`src/rtl/intr_seq_pkg.sv`:
```
package intr_seq_pkg;
   localparam logic [7:0] OPC_RETI    = 8'h40;
   localparam int         PBIT_IMASK  = 2;
   localparam int         PBIT_RSVD   = 5;
   localparam logic [7:0] SP_COLD     = 8'hFD;
   localparam int         SP_WARM_DEC = 3;
   localparam int         VEC_NMI_OFS = 5;
   localparam int         VEC_RST_OFS = 3;
   localparam int         VEC_IRQ_OFS = 1;
endpackage

```
`src/rtl/nmi_edge_latch.sv`:
```
module nmi_edge_latch #(
   parameter bit RISING = 1'b1
) (
   input  logic clk,
   input  logic rst_n,
   input  logic pin,
   input  logic rst_clr,
   input  logic svc_clr,
   output logic pend_now,
   output logic latch_q
);
   logic pin_q;
   logic edge_now;

   generate
      if (RISING) begin : g_rise
         assign edge_now = pin & ~pin_q;
         always_ff @(posedge clk or negedge rst_n)
            if (!rst_n) pin_q <= 1'b0;
            else        pin_q <= pin;
      end else begin : g_fall
         assign edge_now = ~pin & pin_q;
         always_ff @(posedge clk or negedge rst_n)
            if (!rst_n) pin_q <= 1'b1;
            else        pin_q <= pin;
      end
   endgenerate

   always_ff @(posedge clk or negedge rst_n) begin
      if (!rst_n)        latch_q <= 1'b0;
      else if (rst_clr)  latch_q <= 1'b0;
      else if (edge_now) latch_q <= 1'b1;
      else if (svc_clr)  latch_q <= 1'b0;
   end

   assign pend_now = latch_q | edge_now;


   nmi_clr_chk: assert property (@(posedge clk) disable iff (!rst_n)
      svc_clr && !edge_now |=> !latch_q);

   nmi_rst_chk: assert property (@(posedge clk) disable iff (!rst_n)
      rst_clr |=> !latch_q);
endmodule

```
`src/rtl/rst_state_gen.sv`:
```
module rst_state_gen
   import intr_seq_pkg::*;
#(
   parameter int DATA_W = 8
) (
   input  logic              clk,
   input  logic              rst_n,
   input  logic              hard_req,
   input  logic              soft_req,
   input  logic [DATA_W-1:0] sp_now,
   input  logic [DATA_W-1:0] p_now,
   output logic              ld_regs,
   output logic              ld_axy,
   output logic [DATA_W-1:0] sp_init,
   output logic [DATA_W-1:0] p_init,
   output logic              cyc_clr
);
   localparam logic [DATA_W-1:0] P_COLD   = DATA_W'((1 << PBIT_RSVD) | (1 << PBIT_IMASK));
   localparam logic [DATA_W-1:0] P_IMASK  = DATA_W'(1 << PBIT_IMASK);
   localparam logic [DATA_W-1:0] SP_RESET = DATA_W'(SP_COLD);
   localparam logic [DATA_W-1:0] SP_DEC   = DATA_W'(SP_WARM_DEC);

   always_ff @(posedge clk or negedge rst_n) begin
      if (!rst_n) begin
         ld_regs <= 1'b0;
         ld_axy  <= 1'b0;
         cyc_clr <= 1'b0;
         sp_init <= '0;
         p_init  <= '0;
      end else begin
         ld_regs <= hard_req | soft_req;
         cyc_clr <= hard_req | soft_req;
         ld_axy  <= hard_req;
         if (hard_req) begin
            sp_init <= SP_RESET;
            p_init  <= P_COLD;
         end else if (soft_req) begin
            sp_init <= sp_now - SP_DEC;
            p_init  <= p_now | P_IMASK;
         end
      end
   end


   hard_vals_chk: assert property (@(posedge clk) disable iff (!rst_n)
      hard_req |=> ld_regs && ld_axy && sp_init == SP_RESET && p_init == P_COLD);

   soft_vals_chk: assert property (@(posedge clk) disable iff (!rst_n)
      soft_req && !hard_req |=> ld_regs && !ld_axy
                                && sp_init == DATA_W'($past(sp_now) - SP_DEC));
endmodule

```
`src/rtl/svc_arbiter.sv`:
```
module svc_arbiter
   import intr_seq_pkg::*;
(
   input  logic       clk,
   input  logic       rst_n,
   input  logic       rst_fire,
   input  logic       op_valid,
   input  logic [7:0] opcode,
   input  logic       inst_end,
   input  logic       nmi_pend,
   input  logic       irq_any,
   input  logic       i_flag,
   output logic       take_nmi,
   output logic       take_irq
);
   logic run_nmi, run_irq, reti_mark;
   logic is_reti;

   assign is_reti  = (opcode == OPC_RETI);
   assign take_nmi = inst_end & run_nmi & ~rst_fire;
   assign take_irq = inst_end & ~run_nmi & ~rst_fire &
                     (run_irq | (reti_mark & irq_any & ~i_flag));

   always_ff @(posedge clk or negedge rst_n) begin
      if (!rst_n) begin
         run_nmi   <= 1'b0;
         run_irq   <= 1'b0;
         reti_mark <= 1'b0;
      end else if (rst_fire) begin
         run_nmi   <= 1'b0;
         run_irq   <= 1'b0;
         reti_mark <= 1'b0;
      end else begin
         logic n_nmi, n_irq, n_reti;
         n_nmi  = inst_end ? 1'b0 : run_nmi;
         n_irq  = inst_end ? 1'b0 : run_irq;
         n_reti = inst_end ? 1'b0 : reti_mark;
         if (op_valid) begin
            n_nmi  = n_nmi | nmi_pend;
            n_irq  = n_irq | (~nmi_pend & ~is_reti & irq_any & ~i_flag);
            n_reti = n_reti | is_reti;
         end
         run_nmi   <= n_nmi;
         run_irq   <= n_irq;
         reti_mark <= n_reti;
      end
   end


   nmi_first_chk: assert property (@(posedge clk) disable iff (!rst_n)
      op_valid && nmi_pend && !rst_fire |=> run_nmi);

   reti_nosample_chk: assert property (@(posedge clk) disable iff (!rst_n)
      op_valid && is_reti && !run_irq && !rst_fire |=> !run_irq);

   rst_cancel_chk: assert property (@(posedge clk) disable iff (!rst_n)
      rst_fire |=> !run_nmi && !run_irq && !reti_mark);
endmodule

```
`src/rtl/intr_seq_ctl.sv`:
```
module intr_seq_ctl
   import intr_seq_pkg::*;
#(
   parameter int DATA_W     = 8,
   parameter int ADDR_W     = 16,
   parameter int IRQ_W      = 4,
   parameter bit NMI_RISING = 1'b1
) (
   input  logic              clk,
   input  logic              rst_n,
   input  logic              hard_rst,
   input  logic              soft_rst,
   input  logic [DATA_W-1:0] sp_now,
   input  logic [DATA_W-1:0] p_now,
   input  logic              nmi_in,
   input  logic [IRQ_W-1:0]  irq_lines,
   input  logic              i_flag,
   input  logic              op_valid,
   input  logic [7:0]        opcode,
   input  logic              inst_end,
   output logic              go_nmi,
   output logic              go_irq,
   output logic              vec_req,
   output logic [ADDR_W-1:0] vec_addr,
   output logic              ld_regs,
   output logic              ld_axy,
   output logic [DATA_W-1:0] sp_init,
   output logic [DATA_W-1:0] p_init,
   output logic              cyc_clr
);
   localparam logic [ADDR_W-1:0] VEC_TOP = '1;
   localparam logic [ADDR_W-1:0] VEC_NMI = VEC_TOP - ADDR_W'(VEC_NMI_OFS);
   localparam logic [ADDR_W-1:0] VEC_RST = VEC_TOP - ADDR_W'(VEC_RST_OFS);
   localparam logic [ADDR_W-1:0] VEC_IRQ = VEC_TOP - ADDR_W'(VEC_IRQ_OFS);

   initial begin
      prm_data_chk: assert (DATA_W >= PBIT_RSVD + 1)
         else $error("DATA_W too narrow for status bits");
      prm_addr_chk: assert (ADDR_W >= 4)
         else $error("ADDR_W too narrow for vectors");
      prm_irq_chk: assert (IRQ_W >= 1)
         else $error("IRQ_W must be at least 1");
   end

   logic rst_fire, irq_any, nmi_pend, nmi_latch, take_nmi, take_irq;

   assign rst_fire = hard_rst | soft_rst;

   generate
      if (IRQ_W == 1) begin : g_irq_one
         assign irq_any = irq_lines[0];
      end else begin : g_irq_many
         assign irq_any = |irq_lines;
      end
   endgenerate

   nmi_edge_latch #(.RISING(NMI_RISING)) u_nmi (
      .clk      (clk),
      .rst_n    (rst_n),
      .pin      (nmi_in),
      .rst_clr  (rst_fire),
      .svc_clr  (take_nmi),
      .pend_now (nmi_pend),
      .latch_q  (nmi_latch)
   );

   svc_arbiter u_arb (
      .clk      (clk),
      .rst_n    (rst_n),
      .rst_fire (rst_fire),
      .op_valid (op_valid),
      .opcode   (opcode),
      .inst_end (inst_end),
      .nmi_pend (nmi_pend),
      .irq_any  (irq_any),
      .i_flag   (i_flag),
      .take_nmi (take_nmi),
      .take_irq (take_irq)
   );

   rst_state_gen #(.DATA_W(DATA_W)) u_rst (
      .clk      (clk),
      .rst_n    (rst_n),
      .hard_req (hard_rst),
      .soft_req (soft_rst),
      .sp_now   (sp_now),
      .p_now    (p_now),
      .ld_regs  (ld_regs),
      .ld_axy   (ld_axy),
      .sp_init  (sp_init),
      .p_init   (p_init),
      .cyc_clr  (cyc_clr)
   );

   always_ff @(posedge clk or negedge rst_n) begin
      if (!rst_n) begin
         go_nmi   <= 1'b0;
         go_irq   <= 1'b0;
         vec_req  <= 1'b0;
         vec_addr <= '0;
      end else begin
         go_nmi  <= take_nmi;
         go_irq  <= take_irq;
         vec_req <= rst_fire | take_nmi | take_irq;
         if (rst_fire)      vec_addr <= VEC_RST;
         else if (take_nmi) vec_addr <= VEC_NMI;
         else if (take_irq) vec_addr <= VEC_IRQ;
      end
   end


   vec_nmi_chk: assert property (@(posedge clk) disable iff (!rst_n)
      go_nmi |-> vec_req && vec_addr == VEC_NMI);

   vec_irq_chk: assert property (@(posedge clk) disable iff (!rst_n)
      go_irq |-> vec_req && vec_addr == VEC_IRQ);

   one_svc_chk: assert property (@(posedge clk) disable iff (!rst_n)
      $onehot0({go_nmi, go_irq, ld_regs}));

   latch_drop_chk: assert property (@(posedge clk) disable iff (!rst_n)
      go_nmi && !$past(nmi_pend && !nmi_latch) |-> !nmi_latch || $past(nmi_in) == 1'b0);
endmodule

```
`config.mk`:
```
export PLATFORM = sky130hd
export DESIGN_NAME = intr_seq_ctl
export DESIGN_NICKNAME = d
export VERILOG_FILES = /design/src/rtl/intr_seq_pkg.sv /design/src/rtl/nmi_edge_latch.sv /design/src/rtl/rst_state_gen.sv /design/src/rtl/svc_arbiter.sv /design/src/rtl/intr_seq_ctl.sv
export SDC_FILE = /design/constraint.sdc
export NUM_CORES = 1
export LEC_CHECK = 0
export BUFFER_PORTS_ARGS = -buffer_cell sky130_fd_sc_hd__buf_2
export CAP_MARGIN = 20
export CORE_UTILIZATION = 44
export DETAILED_ROUTE_END_ITERATION = 10
export PLACE_DENSITY = 0.78
export SETUP_SLACK_MARGIN = 0.5
export SLEW_MARGIN = 25
export SYNTH_ARGS = -nofsm -noshare
export SYNTH_HDL_FRONTEND = slang
export SYNTH_SLANG_ARGS = --single-unit
```
`constraint.sdc`:
```
create_clock -name clk -period 1.6 [get_ports clk]
set_clock_uncertainty 0.15 [all_clocks]
set_input_delay 0 -clock clk [delete_from_list [all_inputs] [get_ports clk]]
set_output_delay 0 -clock clk [all_outputs]
set_load 0.05 [all_outputs]
```
==> impl_metrics.json <==
{
  "status": "finished, violations left",
  "violations": "hold timing",
  "cts_tree": "built",
  "yosys_warnings": 0,
  "p_leak_nw": 1.03,
  "top_regs": "u_rst.p_init: 8 flops, u_rst.sp_init: 8 flops, vec_addr: 3 flops",
  "fin_util": 0.734,
  "core_mm2": 0.00305,
  "post-place-ws_ns": 0.296,
  "synthXorXnorAreaFrac": 0.0248,
  "netlist.area_leader.share": 0.513,
  "vias_per_cell": 4.93,
  "dieWidth_um": 58.7,
  "htree_levels": 2,
  "worstMarginPinSlew_ns": 0.629,
  "fmax_ghz": 0.789,
  "yosysTopAreaCell": "dfrtp_1",
  "synthCells": 132,
  "synth_fa_ha_area_frac": 0.00885,
  "arrival_ns": 1.34,
  "fin_ws_ns": 0.332,
  "synth_top_cells_by_count": "29 x dfrtp_1, 15 x nor2_1, 14 x buf_4",
  "num_rows": 20,
  "syn_nets": 169,
  "avgSynthCellArea_um2": 10.7,
  "total_power_w": 0.00173,
  "synth_cell_types": 41,
  "routed_wirelength_mm": 3.64,
  "synth-compound-area-share": 0.125,
  "drive_above_1_share": 0.498,
  "ys_seq_area_frac": 0.513,
  "cts_root_buf": "clkbuf_4",
  "clkTransAtPathRegs_ns": 0.10,
  "io_pins": 74,
  "portBuffers": 71,
  "grt.overflow.total": 0,
  "peakVddDrop_mv": 0.666,
  "cts-buffers-inserted": 5,
  "grt_setup_unrepaired": "yes",
  "drc_errors": 0,
  "critical_path.slowest_cell": "dfrtp_1",
  "slew_headroom": 0.580,
  "critPathKind": "flop to flop",
  "first_global_vias": 1341,
  "synth_flop_cell": "dfrtp_1",
  "antenna_cells": 0,
  "gr-usage-all-layers": 0.227,
  "cp_max_fo": 3,
  "synthSimpleGateAreaFrac": 0.173,
  "drtPass1Iterations": 4,
  "path_cells": "o21ai_2 > o31ai_2 > or3_1",
  "ys_async_sr_fraction": 1.00,
  "numClockSinks": 29,
  "cellPowerDensity_mw_per_mm2": 771,
  "cp-end-kind": "flop",
  "start_util": 0.463,
  "dieArea_mm2": 0.00344,
  "synth_top_family_by_area": "simple AND/OR/NAND/NOR gates",
  "crit_required_ns": 1.68,
  "ys_seq_elements": 29,
  "finalNetCount": 257,
  "cts_buffer_depth": 2,
  "nFillCells": 223,
  "ys_top_cells_by_area": "dfrtp_1 51%, buf_4 7.4%, mux2i_1 5.0%",
  "whs_ns": -0.0985,
  "drv_cap": 0,
  "slew_violations": 0,
  "grt_start_max_net_pins": 30,
  "syn-cell-area_mm2": 0.00141,
  "ant_nets": 0,
  "critPathMaxStageDelay_ns": 0.42,
  "area_growth_pct": 58.4,
  "gp_congestion": 0.815,
  "antenna_found_initial": 0,
  "dpl.hpwl_mm": 2.17,
  "drtIter0Drc": 29,
  "fin_setup_tns_ns": 0,
  "setup_violations": 0,
  "die_y_um": 58.7,
  "grt_first_pass_wirelength_mm": 5.69,
  "synth_edf_count": 0,
  "hold_violations": 10,
  "fin_crit_sh": 0.792,
  "synthMuxAreaShare": 0.0496,
  "min_path_type": "primary input to flop",
  "synth_most_common_cell": "dfrtp_1",
  "finalCriticalPeriod_ns": 1.27,
  "wl_per_cell_um": 13.7,
  "worstSkewPairLatency_ns": 0.34,
  "vias": 1307,
  "critPathLaunchType": "flop"
}
[kinds of logic after synthesis]
logic type,after synthesis
flip-flops,29
AO/OA/AOI/OAI,25
XOR/XNOR,4
multiplexers,7
AND/OR/NAND/NOR,43
other,1
adder cells (fa/ha/maj),1
buffers and inverters,22
[layout make-up]
cell class	instances	area, um^2	share of cell area
multi-input cells	81	594	0.265
repair buffers	99	767	0.342
clock buffers	7	65.1	0.0291
clock inverters	1	5.00	0.00223
flip-flops and latches	29	738	0.330
inverters	4	15.0	0.00670
well taps	44	55.1	0.0246
[where the power goes]
part / internal [W] / switching (W)
combinational: 0.000170 / 0.000237
sequential: 0.000766 / 0.0000218
clock: 0.000254 / 0.000277
[path summary, 6_finish.rpt]
| check | start | endpoint | slack [ns] | cells after the start |
|---|---|---|---|---|
| hold reg to reg | u_rst.p_init[2] | u_rst.p_init[2] | 0.36 | 1 |
| setup reg to reg | u_arb.run_irq | vec_addr[14] | 0.33 | 3 |
| max in group asynchronous | rst_n | vec_addr[14] | 0.76 | 2 |
| setup / recovery | u_arb.run_irq | vec_addr[14] | 0.33 | 3 |
| hold / removal | sp_now[4] | u_rst.sp_init[4] | -0.1 | 3 |
| min in group asynchronous | rst_n | u_rst.sp_init[1] | 0.05 | 2 |
[per-stage QoR]
stage,instances,instance area (um^2)
4_1_cts,260,2110
2_1_floorplan,132,1430
5_1_grt,265,2240
3_5_place_dp,231,1730
6_report,265,2240
3_3_place_gp,231,1730
[placed cells by master, fill, tap and decap left out, drive strengths merged, types with 2 or more instances in the layout]
cell type / instances
a2111oi: 2
a211o: 2
a21oi: 9
and2: 2
buf: 76
clkbuf: 8
dfrtp: 29
dlygate4sd3: 21
inv: 4
mux2i: 7
nand2: 4
nand2b: 2
nor2: 16
nor2b: 4
nor3b: 2
nor4: 4
o21ai: 5
or2: 2
or3: 2
xnor2: 2
xor2: 2
[critical path, delay by kind of cell (launching register included)]
family / cells / cell delay [ns]
and+or+nand+nor: 1 / 0.31
AOI/OAI and AO/OA: 2 / 0.27
DFF: 1 / 0.42
[per-layer routing]
metal / track usage / share of wire / vias up
met4: 0.122 / 0.022 / 0
li1: - / - / 625
met2: 0.420 / 0.53 / 59
met5: 0 / 0 / -
met1: 0.228 / 0.38 / 615
met3: 0.0637 / 0.065 / 8
[what timing repair did]
action / CTS / global route
hold buffers: 18 / 4
gates cloned: 0 / 0
setup endpoints to repair: 37 / 41
pin swaps: 1 / 2
buffers inserted: 3 / 1
resized for setup: 40 / 24
endpoints found under the hold margin: 57 / 15
No activity file was read; power rests on OpenSTA's default activity.
